[src/rtl/clm_pkg.sv]
package clm_pkg;

    // state of the feedback window sequencer
    typedef struct packed {
        logic fb_prev;
        logic init_prev;
        logic armed;
    } win_st_t;

    // state of one per-input stall watcher
    typedef struct packed {
        logic prev;
        logic seen;
        logic bad;
    } watch_st_t;

endpackage

[src/rtl/clm_sync.sv]
module clm_sync #(
    parameter int   WIDTH   = 1,
    parameter int   STAGES  = 2,
    parameter logic RST_VAL = 1'b0
) (
    input  logic             clk_i,
    input  logic             rst_i,
    input  logic [WIDTH-1:0] async_i,
    output logic [WIDTH-1:0] sync_o
);
    logic [STAGES-1:0][WIDTH-1:0] stage_q;

    always_ff @(posedge clk_i) begin
        if (rst_i) begin
            stage_q <= {STAGES{{WIDTH{RST_VAL}}}};
        end else begin
            stage_q[0] <= async_i;
            for (int s = 1; s < STAGES; s++) begin
                stage_q[s] <= stage_q[s-1];
            end
        end
    end

    assign sync_o = stage_q[STAGES-1];
endmodule

[src/rtl/clm_window.sv]
module clm_window
    import clm_pkg::*;
(
    input  logic clk_i,
    input  logic rst_i,
    input  logic fb_s_i,
    input  logic init_n_s_i,
    output logic check_o,
    output logic start_o,
    output logic flag_clr_o
);
    win_st_t st_d, st_q;
    logic fb_rise, init_fall;

    always_comb begin
        st_d      = st_q;
        fb_rise   = fb_s_i & ~st_q.fb_prev;
        init_fall = ~init_n_s_i & st_q.init_prev;

        check_o    = fb_rise & st_q.armed & ~init_fall;
        start_o    = init_fall | (fb_rise & ~st_q.armed);
        flag_clr_o = init_fall;

        st_d.fb_prev   = fb_s_i;
        st_d.init_prev = init_n_s_i;
        if (init_fall) begin
            st_d.armed = 1'b0;
        end else if (fb_rise) begin
            st_d.armed = 1'b1;
        end
    end

    always_ff @(posedge clk_i) begin
        if (rst_i) begin
            st_q <= '{fb_prev: 1'b1, init_prev: 1'b1, armed: 1'b0};
        end else begin
            st_q <= st_d;
        end
    end

    AST_CHECK_ONLY_ARMED: assert property (@(posedge clk_i) disable iff (rst_i)
        check_o |-> st_q.armed);
    AST_INIT_DISARMS: assert property (@(posedge clk_i) disable iff (rst_i)
        flag_clr_o |=> !st_q.armed);
    AST_START_CHECK_EXCL: assert property (@(posedge clk_i) disable iff (rst_i)
        $onehot0({check_o, start_o}));
endmodule

[src/rtl/clm_watch.sv]
module clm_watch
    import clm_pkg::*;
(
    input  logic clk_i,
    input  logic rst_i,
    input  logic mon_s_i,
    input  logic check_i,
    input  logic start_i,
    input  logic flag_clr_i,
    output logic bad_o
);
    watch_st_t st_d, st_q;
    logic edge_now;

    always_comb begin
        st_d     = st_q;
        edge_now = mon_s_i ^ st_q.prev;

        st_d.prev = mon_s_i;
        if (check_i || start_i) begin
            st_d.seen = 1'b0;
        end else begin
            st_d.seen = st_q.seen | edge_now;
        end

        if (flag_clr_i) begin
            st_d.bad = 1'b0;
        end else if (check_i) begin
            st_d.bad = ~(st_q.seen | edge_now);
        end
    end

    always_ff @(posedge clk_i) begin
        if (rst_i) begin
            st_q <= '0;
        end else begin
            st_q <= st_d;
        end
    end

    assign bad_o = st_q.bad;

    AST_RISE_AT_CHECK: assert property (@(posedge clk_i) disable iff (rst_i)
        $rose(st_q.bad) |-> $past(check_i));
    AST_CLEAR_WINS: assert property (@(posedge clk_i) disable iff (rst_i)
        flag_clr_i |=> !st_q.bad);
    AST_FLAG_HOLD: assert property (@(posedge clk_i) disable iff (rst_i)
        (!check_i && !flag_clr_i) |=> $stable(st_q.bad));
endmodule

[src/rtl/clk_loss_monitor.sv]
module clk_loss_monitor #(
    parameter int NUM_IN      = 2,
    parameter int SYNC_STAGES = 2
) (
    input  logic              clk_i,
    input  logic              rst_i,
    input  logic [NUM_IN-1:0] ref_clk_i,
    input  logic              fb_clk_i,
    input  logic              init_n_i,
    output logic [NUM_IN-1:0] bad_o
);
    localparam int CtlW = 2;

    logic [NUM_IN-1:0] ref_s;
    logic [CtlW-1:0]   ctl_s;
    logic              check, start, flag_clr;

    clm_sync #(.WIDTH(NUM_IN), .STAGES(SYNC_STAGES), .RST_VAL(1'b0)) u_ref_sync (
        .clk_i   (clk_i),
        .rst_i   (rst_i),
        .async_i (ref_clk_i),
        .sync_o  (ref_s)
    );

    clm_sync #(.WIDTH(CtlW), .STAGES(SYNC_STAGES), .RST_VAL(1'b1)) u_ctl_sync (
        .clk_i   (clk_i),
        .rst_i   (rst_i),
        .async_i ({fb_clk_i, init_n_i}),
        .sync_o  (ctl_s)
    );

    clm_window u_window (
        .clk_i      (clk_i),
        .rst_i      (rst_i),
        .fb_s_i     (ctl_s[1]),
        .init_n_s_i (ctl_s[0]),
        .check_o    (check),
        .start_o    (start),
        .flag_clr_o (flag_clr)
    );

    for (genvar i = 0; i < NUM_IN; i++) begin : g_watch
        clm_watch u_watch (
            .clk_i      (clk_i),
            .rst_i      (rst_i),
            .mon_s_i    (ref_s[i]),
            .check_i    (check),
            .start_i    (start),
            .flag_clr_i (flag_clr),
            .bad_o      (bad_o[i])
        );
    end

    AST_RESET_CLEARS: assert property (@(posedge clk_i)
        rst_i |=> (bad_o == '0));
endmodule

[config.mk]
export PLATFORM = sky130hd
export DESIGN_NAME = clk_loss_monitor
export DESIGN_NICKNAME = d
export VERILOG_FILES = /design/src/rtl/clm_pkg.sv /design/src/rtl/clm_sync.sv /design/src/rtl/clm_window.sv /design/src/rtl/clm_watch.sv /design/src/rtl/clk_loss_monitor.sv
export SDC_FILE = /design/constraint.sdc
export NUM_CORES = 1
export LEC_CHECK = 0
export CAP_MARGIN = 30
export CORE_AREA = 4 4 48 50
export CTS_CLUSTER_SIZE = 8
export DETAILED_ROUTE_END_ITERATION = 16
export DIE_AREA = 0 0 52 54
export DONT_BUFFER_PORTS = 1
export GPL_TIMING_DRIVEN = 0
export PLACE_DENSITY_LB_ADDON = 0.08
export SYNTH_ARGS = -nofsm -noshare
export SYNTH_HDL_FRONTEND = slang
export SYNTH_SLANG_ARGS = --single-unit
[constraint.sdc]
create_clock -name clk_i -period 0.9 [get_ports clk_i]
set_input_delay 0 -clock clk_i [delete_from_list [all_inputs] [get_ports clk_i]]
set_output_delay 0 -clock clk_i [all_outputs]
set_load 0.01 [all_outputs]
Word-level counts from Yosys, hierarchy flattened:

Cells that the tools add are included.

* register bits after elaboration: 17
* latch bits: 0
* RAM bits: 0
* bits in read-only memories: 0
* logic and storage cells: 32
* memories kept: 0

* add/sub/neg operators: 0
* multipliers: 0
* divide/modulo/power cells: 0
* order comparisons: 0
* eq/ne operators: 0
* shift-type cells: 0
* multiplexer cells: 0
* bitwise gates (word level): 16
* reduce and logical (&&, ||, !) cells: 3

Operators by type and width (count)
* 1-bit inverter: 6
* 1-bit AND: 5
* 2-bit OR reduction: 2
* 1-bit OR: 3
* 1-bit bitwise XOR: 2
* 1-bit logical OR: 1

Logic depth before layout (Yosys ltp):

Gate-level depths: netlist (run 1).

* depth after elaboration: 6
* gate-level depth with buffers: 3
* depth with buffers taken out: 3

By module:

A second synthesis (run 1) with hierarchy kept.

* cells, all modules: 51
* area total of the unflattened synthesis: 599.3 um^2

By module, submodules not included
* clm_sync: instances 2, cells an instance 10, area an instance 120.1 um^2
* clm_watch: instances 2, cells an instance 10, area an instance 115.1 um^2
* clm_window: instances 1, cells an instance 11, area an instance 128.9 um^2

Worst setup path before layout (run 1):

No wires, ideal clock.

* kind: flip-flop to flip-flop
* start: register u_window.st_q[2] (netlist name)
* end: register g_watch[0].u_watch.st_q (netlist bit g_watch[0].u_watch.bad_o)
* library setup time: 0.070 ns
* data arrival time: 0.876 ns
* data required time: 0.830 ns
* slack: -0.046 ns
* cell stages (with the launch flop): 4
* buffers on the path: 0
* period minus slack after synthesis: 0.946 ns
* path through: dfxtp_1 nand3b_4 or3_1 a21oi_1

* word-level cells in the longest chain between the ends: 4

Ends and longest elaborated chain
* start, declared: RTL line clm_window.sv:12 `win_st_t st_d, st_q;`
* start signal, assigned: RTL line clm_window.sv:35 `st_q <= '{fb_prev: 1'b1, init_prev: 1'b1, armed: 1'b0};`
* start signal, assigned: RTL line clm_window.sv:37 `st_q <= st_d;`
* 1-bit inverter: RTL line clm_window.sv:17 `fb_rise = fb_s_i & ~st_q.fb_prev;`
* 1-bit AND: RTL line clm_window.sv:17
* 1-bit AND (2 in a row): RTL line clm_window.sv:20 `check_o = fb_rise & st_q.armed & ~init_fall;`
* end signal, assigned: RTL line clm_watch.sv:37 `st_q <= st_d;`
* end, declared: RTL line clm_watch.sv:12 `watch_st_t st_d, st_q;`

Every way passes these cells.
A chain may end at the register's enable or synchronous reset.

Worst setup path after layout (run 1):

Same ends and word-level chain as after synthesis.

==> results_dict.tcl, run 1 <==
set metrics [dict create \
    outcome "finished with violations" \
    violations "setup timing" \
    p_total_mw 1.25 \
    setup_viol 2 \
    dieArea_sq_um 2810 \
    ys_seq_area_share_pct 62.5 \
    path_cells "nand3b_4 > or3_1 > a21oi_1" \
    tightest_slew_ps 316 \
    dr.pass1.iters 2 \
    drive_gt1_share_pct 25.4 \
    grt_setup_unrepaired "true" \
    max_stage_delay_ps 340 \
    path_buf_inv 0 \
    cts_buffers 3 \
    io_buffers 0 \
    clockBufferDepth 2 \
    fp.dieW_um 52 \
    worst_slack_ps -107 \
    overflow 0 \
    n_antenna_cell 0 \
    hold_viol_final 0 \
    track_usage_pct 6.87 \
    switching_share_pct 20.8 \
    arrival_ps 1230 \
    power_frac_comb_pct 5.1 \
    critPathTopFamily "simple AND/OR/NAND/NOR gates" \
    fmax_ghz 0.993 \
    critPathSlowestCell "or3_1" \
    cts_tree "yes" \
    grt_max_degree 11 \
    syn_area_sq_um 544 \
    drtIter0Drc 1 \
    p_seq_share_pct 63.4 \
    path_depth 3 \
    dp_slack_ps -114 \
    post-cts-setup-buffers 0 \
    final.min_clock_period_ps 1010 \
    clkPwrFrac_pct 31.5 \
    grt_pass1_vias 304 \
    final_max_slew_viol_count 0 \
    clkLatencyLatePin_ps 280 \
    powerDensity_nw_per_um2 1900 \
    synth_cell_types 14 \
    cts_sinks 17 \
    relSlewSlack_pct 78.9 \
    whs_path_depth 2 \
    finalCritPeriodShare_pct 112 \
    syn-num-nets 56 \
    num_vias 334 \
    rows 16 \
    p_sw_uw 260 \
    root_buffer "clkbuf_4" \
    via_per_inst 3.88 \
    internal-power_uw 992 \
    postSynthAreaPerCell_sq_um 10.9 \
    place.gp.congestion 0.686 \
    finalSetupTns_ps -209 \
    final.setup_skew_ps 3.52 \
    die_y_um 54 \
    reg2reg_depth 3 \
    ir_worst_vdd_mv 0.653 \
    critPathKind "reg -> reg" \
    synthToLayoutAreaGrowth_pct 20.9 \
    synth-seq-cells 17 \
    yosys_warnings 0 \
    hp-class "in -> reg" \
    nFillCells 190 \
    wl_um 747 \
    antenna_found_initial 0 \
    final_nets 66 \
    register_area_sq_um 344 \
    ios 8 \
    drcViolationCount 0 \
    clk_pin_slew_ps 90 \
    required_ps 1120 \
    postRouteAntennaNets 0 \
    start_util_pct 28.6 \
    p_leak_nw 0.272 \
    cts-htree-levels 1 \
    ff2ff_setup_slack_ps -110 \
    drv_cap 0 \
    hpwl_um 534 \
    multiInputGateArea_sq_um 181 \
    grt_pass1_wl_mm 1.25 \
    crit_fanout 4 \
    postSynthCellCount 50 \
    end_kind "flip-flop" \
    coreArea_sq_um 1900 \
    cp-start-kind "flip-flop" \
    avgRoutedWirePerCell_um 8.69 \
]
## per-layer routing
metal	GRT usage [%]	up-vias	wire length, um
li1	-	172	-
met1	6.66	148	314
met4	9.17	0	39
met5	0	-	0
met2	10.0	9	358
met3	2.49	5	35
## path summary, 6_finish.rpt
path                                          from                               endpoint
hold / removal                               rst_i       u_ref_sync.stage_q[1]$_SDFF_PP0_
setup reg to reg       u_window.st_q[2]$_SDFF_PP1_  g_watch[0].u_watch.bad_o$_SDFFE_PP0P_
hold reg to reg   u_ctl_sync.stage_q[1]$_SDFF_PP1_        u_ctl_sync.sync_o[1]$_SDFF_PP1_
setup / recovery       u_window.st_q[2]$_SDFF_PP1_  g_watch[0].u_watch.bad_o$_SDFFE_PP0P_
## worst reg2reg max path, stage by stage, from the launching register on
cell and delay [ps]:
dfxtp_2 330, nand3b_4 160, or3_1 340, a21oi_1 120
## cell usage in the layout, fill, tap and decap left out, types with 2 or more instances in the layout
| cell | netlist | routed |
|---|---|---|
| nor3_1 | 2 | 2 |
| a21oi_1 | 2 | 2 |
| nand2_1 | 2 | 2 |
| dlygate4sd3_1 | 0 | 5 |
| or2_2 | 6 | 6 |
| dfxtp_2 | 0 | 3 |
| clkbuf_1 | 1 | 2 |
| clkbuf_4 | 0 | 3 |
| nor2b_1 | 7 | 7 |
| buf_4 | 2 | 2 |
| xor2_1 | 2 | 2 |
| nor2_1 | 4 | 4 |
| dfxtp_1 | 17 | 14 |
| or3_1 | 2 | 2 |
## logic make-up after synthesis
family                    share of synthesized area (%)
xor gates and xnor gates                           3.22
AOI/OAI and AO/OA                                  3.22
DFF                                                62.5
and+or+nand+nor                                    26.9
buffers and inverters                              4.14
## flip-flops by register name (all words and copies together) (netlist names)
name and cells:
g_watch.u_watch.st_q 4, u_ctl_sync.stage_q 2, u_window.st_q 3, u_ref_sync.stage_q 2
u_ref_sync.sync_o 2, g_watch.u_watch.bad_o 2, u_ctl_sync.sync_o 2
## repair_timing
action / 4_1_cts / 5_1_grt
resized for setup: 2 / 1
setup endpoints to repair: 2 / 4
endpoints found under the hold margin: 10 / 0
cloned: 0 / 0
hold buffers: 5 / 0
## area by class of cell
| cell class | count | share of cell area (%) |
|---|---|---|
| Multi-Input combinational cell | 29 | 27.6 |
| Sequential cell | 17 | 52.3 |
| Clock buffer | 4 | 3.99 |
| Inverter | 1 | 0.570 |
| Tap cell | 27 | 5.13 |
| Timing Repair Buffer | 5 | 7.60 |
| Buffer | 3 | 2.85 |
## stage by stage
step	cell area (sq um)	std cells	hold WS, ps	utilization [%]
2_1_floorplan	544	50	71.6	-
3_3_place_gp	578	77	73.5	30.4
3_5_place_dp	578	77	74.8	30.4
4_1_cts	657	86	44.2	34.5
5_1_grt	658	86	76.3	34.6
6_report	658	86	39.0	34.6
## Yosys cell counts, drive strengths merged
master / instances / share of area, %
xor2: 2 / 3.2
nor2: 4 / 2.8
clkbuf: 1 / 0.69
nor2b: 7 / 8.0
nand3b: 1 / 3.7
a21oi: 2 / 1.8
inv: 1 / 0.69
nor3: 2 / 1.8
or2: 6 / 6.9
nand2: 2 / 1.4
a21o: 1 / 1.4
or3: 2 / 2.3
dfxtp: 17 / 63
buf: 2 / 2.8
## power groups by stage
stage	Sequential, mW	Clock [mW]	Combinational [mW]
after global routing	0.797	0.451	0.0743
after floorplan	0.808	0	0.0396
after global placement	0.810	0	0.0446
after detailed placement	0.811	0	0.0470
after CTS	0.794	0.413	0.0648
final	0.794	0.395	0.0638
Power figures use the tool's default switching activity.
==> run 2: changes to the inputs <==
--- a/config.mk
+++ b/config.mk
@@ -11,7 +11,7 @@
 export DETAILED_ROUTE_END_ITERATION = 16
 export DIE_AREA = 0 0 52 54
 export DONT_BUFFER_PORTS = 1
-export GPL_TIMING_DRIVEN = 0
+export HOLD_SLACK_MARGIN = 0.02
 export PLACE_DENSITY_LB_ADDON = 0.08
 export SYNTH_ARGS = -nofsm -noshare
 export SYNTH_HDL_FRONTEND = slang
==> results_dict.tcl, run 2 (synthesized netlist as in run 1, its figures left out) <==
set metrics [dict create \
    powerDensity_nw_per_um2 1910 \
    drive_gt1_share_pct 25.9 \
    top_register "g_watch.u_watch.st_q" \
    via_per_inst 3.74 \
    worstHoldEndpoint "u_ref_sync.stage_q[1]$_SDFF_PP0_" \
    path_cells "nand3b_4 > or3_1 > a21oi_1" \
    overflow 0 \
    wl_um 765 \
    root_buffer "clkbuf_4" \
    outcome "finished with violations" \
    layout.cells.non_filler 85 \
    fmax_ghz 0.978 \
    io_buffers 0 \
    crit_fanout 4 \
    hold_viol_final 0 \
    dp.cells 76 \
    coreArea_sq_um 1900 \
    dr.pass1.iters 3 \
    r2r-end "g_watch[1].u_watch.bad_o$_SDFFE_PP0P_" \
    reg2reg_depth 3 \
    cts_tree "yes" \
    worst_slack_ps -122 \
    grt_pass1_wl_mm 1.28 \
    critPathKind "reg -> reg" \
    cts_sinks 17 \
    rows 16 \
    fp.dieW_um 52 \
    final_cell_mix "dfxtp_1, nor2b_1, or2_2" \
    start_util_pct 28.6 \
    die_y_um 54 \
    synthToLayoutAreaGrowth_pct 20.2 \
    track_usage_pct 6.69 \
    p_leak_nw 0.271 \
    grt_pass1_vias 317 \
    num_vias 318 \
    tightest_slew_ps 332 \
    nFillCells 201 \
    cts_buffers 3 \
    p_total_mw 1.25 \
    final.min_clock_period_ps 1020 \
    drcViolationCount 0 \
    final.setup_skew_ps 5.41 \
    final_max_slew_viol_count 0 \
    place.gp.congestion 0.635 \
    cts-htree-levels 1 \
    grt_max_degree 14 \
    avgRoutedWirePerCell_um 9.00 \
    drtIter0Drc 1 \
    setup_viol 3 \
    violations "setup timing" \
    r2r_start "u_window.st_q[2]$_SDFF_PP1_" \
    ir_worst_vdd_mv 1.01 \
    post-cts-setup-buffers 0 \
    grt_setup_unrepaired "true" \
    whs_path_depth 2 \
    postRouteAntennaNets 0 \
    critPathSlowestCell "or3_1" \
    antenna_found_initial 0 \
    clk_pin_slew_ps 100 \
    finalCritPeriodShare_pct 114 \
    largest_reg_flops 4 \
    worstHoldStart "rst_i" \
    hp-class "in -> reg" \
    dieArea_sq_um 2810 \
    max_stage_delay_ps 350 \
    cp-start-kind "flip-flop" \
    final_nets 65 \
    ff2ff_setup_slack_ps -120 \
    final_common_cell "dfxtp_1" \
    arrival_ps 1240 \
    drv_cap 0 \
    relSlewSlack_pct 77.8 \
    reg.largest.list "g_watch.u_watch.st_q (4), u_window.st_q (3)" \
    clkLatencyLatePin_ps 280 \
    end_kind "flip-flop" \
    register_area_sq_um 344 \
    ios 8 \
    n_antenna_cell 0 \
    clockBufferDepth 2 \
    multiInputGateArea_sq_um 181 \
    required_ps 1120 \
]
==> run 2: repair_timing <==
item	CTS	global route
endpoints found under the setup margin	2	3
hold buffers	4	1
hold endpoints to repair	17	15
resized for setup	3	0
==> run 2: metrics by stage <==
step | utilization, % | hold WS [ps] | TNS, ps | worst slack (ps) | cell area, sq um
3_3_place_gp | 30.2 | 73.6 | -160 | -87.0 | 574
5_1_grt | 34.4 | 311 | -468 | -163 | 654
4_1_cts | 33.9 | -236 | -247 | -134 | 644
3_5_place_dp | 30.2 | 74.8 | -236 | -128 | 574
2_1_floorplan | - | 71.6 | -91.4 | -45.7 | 544
6_report | 34.4 | 322 | -249 | -122 | 654
==> run 2: power breakdown <==
part | internal [mW] | total (mW) | switching [mW]
clock | 0.172 | 0.395 | 0.223
combinational | 0.0374 | 0.0609 | 0.0235
sequential | 0.782 | 0.794 | 0.0125
==> run 2: area by class of cell <==
type | count | share of cell area (%)
tap | 27 | 5.16
clock buffer | 4 | 4.02
multi-input combinational | 29 | 27.7
timing repair buffer | 7 | 9.94
sequential | 17 | 52.6
inverter | 1 | 0.574
==> run 2: worst max-delay path by stage <==
stage | startpoint | end | slack (ps) | depth (start not counted)
after floorplan | u_window.st_q[2]$_SDFF_PP1_ | g_watch[0].u_watch.bad_o$_SDFFE_PP0P_ | -50 | 3
after global placement | u_ctl_sync.sync_o[1]$_SDFF_PP1_ | g_watch[0].u_watch.bad_o$_SDFFE_PP0P_ | -90 | 3
after detailed placement | u_ctl_sync.sync_o[1]$_SDFF_PP1_ | g_watch[1].u_watch.bad_o$_SDFFE_PP0P_ | -130 | 3
after CTS | u_window.st_q[2]$_SDFF_PP1_ | g_watch[1].u_watch.bad_o$_SDFFE_PP0P_ | -130 | 3
after global routing | u_window.st_q[2]$_SDFF_PP1_ | g_watch[1].u_watch.bad_o$_SDFFE_PP0P_ | -160 | 3
final | u_window.st_q[2]$_SDFF_PP1_ | g_watch[1].u_watch.bad_o$_SDFFE_PP0P_ | -120 | 3
==> run 2: layer usage <==
layer  up-vias  routed length [um]  track usage, %  part of all wire (%)
li1        173                   -               -                     -
met1       138                 334            6.47                    44
met2         7                 382            10.5                    50
met3         0                  49            3.05                   6.4
met4         0                   0            6.55                     0
met5         -                   0               0                     0
==> run 2: worst max-delay path: cells and delay by family (launching register included) <==
family | cells | cell delay, ps
simple gates | 2 | 510
compound gates | 1 | 130
flops | 1 | 330
==> run 3: changes to the inputs <==
--- a/config.mk
+++ b/config.mk
@@ -5,11 +5,12 @@
 export SDC_FILE = /design/constraint.sdc
 export NUM_CORES = 1
 export LEC_CHECK = 0
+export ABC_AREA = 1
 export CAP_MARGIN = 30
-export CORE_AREA = 4 4 48 50
+export CORE_AREA = 4 4 50 52
 export CTS_CLUSTER_SIZE = 8
 export DETAILED_ROUTE_END_ITERATION = 16
-export DIE_AREA = 0 0 52 54
+export DIE_AREA = 0 0 54 56
 export DONT_BUFFER_PORTS = 1
 export HOLD_SLACK_MARGIN = 0.02
 export PLACE_DENSITY_LB_ADDON = 0.08
==> results_dict.tcl, run 3 <==
set metrics [dict create \
    outcome "finished, final reports clean" \
    busiest_layer "met2" \
    internal-power_uw 992 \
    antenna_found_initial 0 \
    final_cell_mix "dfxtp_1, nand2_1, nor2_1" \
    p_sw_uw 279 \
    synth_commonest_cells "dfxtp_1, nor2_1, nand2_1" \
    dp.cells 94 \
    dr.pass1.iters 2 \
    track_usage_pct 6.97 \
    final.min_clock_period_ps 836 \
    dieArea_sq_um 3020 \
    root_buffer "clkbuf_4" \
    synth_top_family_by_area "simple AND/OR/NAND/NOR gates" \
    grt_use_met1_pct 7.50 \
    fin_hold_ws_ps 229 \
    final_common_cell "dfxtp_1" \
    place.gp.congestion 0.623 \
    avgRoutedWirePerCell_um 8.06 \
    postRouteAntennaNets 0 \
    overflow 0 \
    synth_cell_types 14 \
    finalCritPeriodShare_pct 92.9 \
    cp-start-kind "flip-flop" \
    critPathKind "reg -> reg" \
    drcViolationCount 0 \
    num_vias 383 \
    synthMuxAreaShare_pct 0 \
    grt_pass1_vias 323 \
    yosysTopAreaCell "dfxtp_1" \
    post_dp_cell_area_sq_um 601 \
    synthAdderAreaFrac_pct 0 \
    grt_pass1_wl_mm 1.39 \
    cts_buffers 3 \
    register_area_sq_um 340 \
    nFillCells 235 \
    synth-seq-cells 17 \
    postSynthAreaPerCell_sq_um 8.49 \
    fmax_ghz 1.20 \
    p_seq_share_pct 62.3 \
    tightest_slew_ps 390 \
    async_flop_share_pct 0 \
    cpMostUsedCell "nor2_1" \
    path_cells "inv_2 > nor2_4 > nand3_2 > nor2_1 > nor2_1" \
    arrival_ps 1020 \
    hpwl_um 539 \
    drv_cap 0 \
    top_register "g_watch.u_watch.st_q" \
    n_antenna_cell 0 \
    critPathSlowestCell "dfxtp_1" \
    start_util_pct 27.8 \
    grt_use_met2_pct 9.69 \
    reg.largest.list "g_watch.u_watch.st_q (4), u_window.st_q (3)" \
    synth_enable_flop_cells 0 \
    fin_area_sq_um 684 \
    end_kind "flip-flop" \
    synthXorXnorAreaFrac_pct 0 \
    via_per_inst 3.72 \
    crit_fanout 4 \
    drtIter0Drc 4 \
    synthDominantCellAreaShare_pct 58.1 \
    ios 8 \
    io_buffers 0 \
    largest_reg_flops 4 \
    final.setup_skew_ps 4.18 \
    hp-class "in -> reg" \
    fp.dieW_um 54 \
    clkPwrFrac_pct 31.6 \
    coreArea_sq_um 2110 \
    postSynthCellCount 69 \
    cts-htree-levels 1 \
    synth_compound_area_share_pct 4.91 \
    clk_pin_slew_ps 100 \
    cts_sinks 17 \
    synthToLayoutAreaGrowth_pct 16.9 \
    p_leak_nw 0.310 \
    final_nets 82 \
    syn_area_sq_um 586 \
    max_stage_delay_ps 330 \
    rows 17 \
    clkLatencyLatePin_ps 280 \
    clockBufferDepth 2 \
    ys_top_cells_by_area "dfxtp_1, nor2_1, nand2_1" \
    finalSetupTns_ps 0 \
    switching_share_pct 22.0 \
    cts_tree "yes" \
    ys_seq_area_share_pct 58.1 \
    yosysMostFrequentCell "dfxtp_1" \
    multiInputGateArea_sq_um 181 \
    required_ps 1090 \
    wl_um 830 \
    grt_max_degree 11 \
    powerDensity_nw_per_um2 1860 \
    grt_setup_unrepaired "false" \
    drive_gt1_share_pct 17.3 \
    synth_ff_type "dfxtp_1" \
    hold_viol_final 0 \
    synthSimpleGateAreaFrac_pct 25.2 \
    layout.cells.non_filler 103 \
    power_frac_comb_pct 6.1 \
    relSlewSlack_pct 74.0 \
    gr-usage-met3_pct 3.22 \
    ir_worst_vdd_mv 0.691 \
    yosys_warnings 0 \
    syn-num-nets 75 \
    final_max_slew_viol_count 0 \
    die_y_um 56 \
    setup_viol 0 \
]
==> run 3: cell types whose count changed after synthesis, sizes merged, moves of 2 or more <==
cell and change:
inv +12, nand2 +11, nor2 +11, nor2b -7
nor3 -2, or2 -2, or3 -2, xor2 -2
==> run 3: final timing paths <==
kind                                         start                                    end  slack, ps  depth (start not counted)
setup / recovery   u_ctl_sync.sync_o[1]$_SDFF_PP1_  g_watch[1].u_watch.bad_o$_SDFFE_PP0P_         60                          5
setup reg to reg   u_ctl_sync.sync_o[1]$_SDFF_PP1_  g_watch[1].u_watch.bad_o$_SDFFE_PP0P_         60                          5
hold reg to reg   u_ref_sync.stage_q[1]$_SDFF_PP0_        u_ref_sync.sync_o[1]$_SDFF_PP0_        400                          2
hold / removal                               rst_i  g_watch[0].u_watch.st_q[2]$_SDFF_PP0_        230                          2
==> run 3: cells by family after synthesis <==
group	after synthesis
simple gates	33
flops	17
buf+inv	16
compound gates	3
==> run 3: cell type report <==
cell class / instances / share of cell area [%]
sequential: 17 / 49.7
multi-input combinational: 36 / 26.5
clock buffer: 4 / 3.84
tap: 28 / 5.12
inverter: 13 / 7.13
timing repair buffer: 5 / 7.68
==> run 3: per-layer routing <==
metal | share of wire, % | vias to the layer above
met2 | 45 | 6
li1 | - | 209
met1 | 49 | 166
met5 | 0 | -
met4 | 1.6 | 0
met3 | 4.8 | 2
==> run 3: repair_timing <==
item | CTS | global route
endpoints found under the setup margin | 0 | 5
hold endpoints to repair | 17 | 0
hold buffers | 5 | 0
gates resized for setup | 0 | 3
buffers inserted | 0 | 0
==> run 3: worst max-delay path: cells and delay by family, from the launching register on <==
| kind | cells | cell delay (ps) |
|---|---|---|
| AND/OR/NAND/NOR | 4 | 360 |
| buffers and inverters | 1 | 50 |
| flip-flops | 1 | 330 |
==> run 3: power by group through the flow <==
stage	Sequential, mW	Combinational, mW	Clock, mW
finish	0.792	0.0770	0.402
detailed placement	0.809	0.0526	0
CTS	0.792	0.0758	0.430
global route	0.795	0.0914	0.462
global placement	0.809	0.0523	0
floorplan	0.808	0.0509	0
==> run 3: metrics by stage <==
step,power [mW],util (%),setup slack [ps]
floorplan,0.859,-,133
global placement,0.861,28.5,62.6
detailed placement,0.862,28.5,69.5
CTS,1.30,32.1,3.02
global route,1.35,32.5,5.15
finish,1.27,32.5,63.6
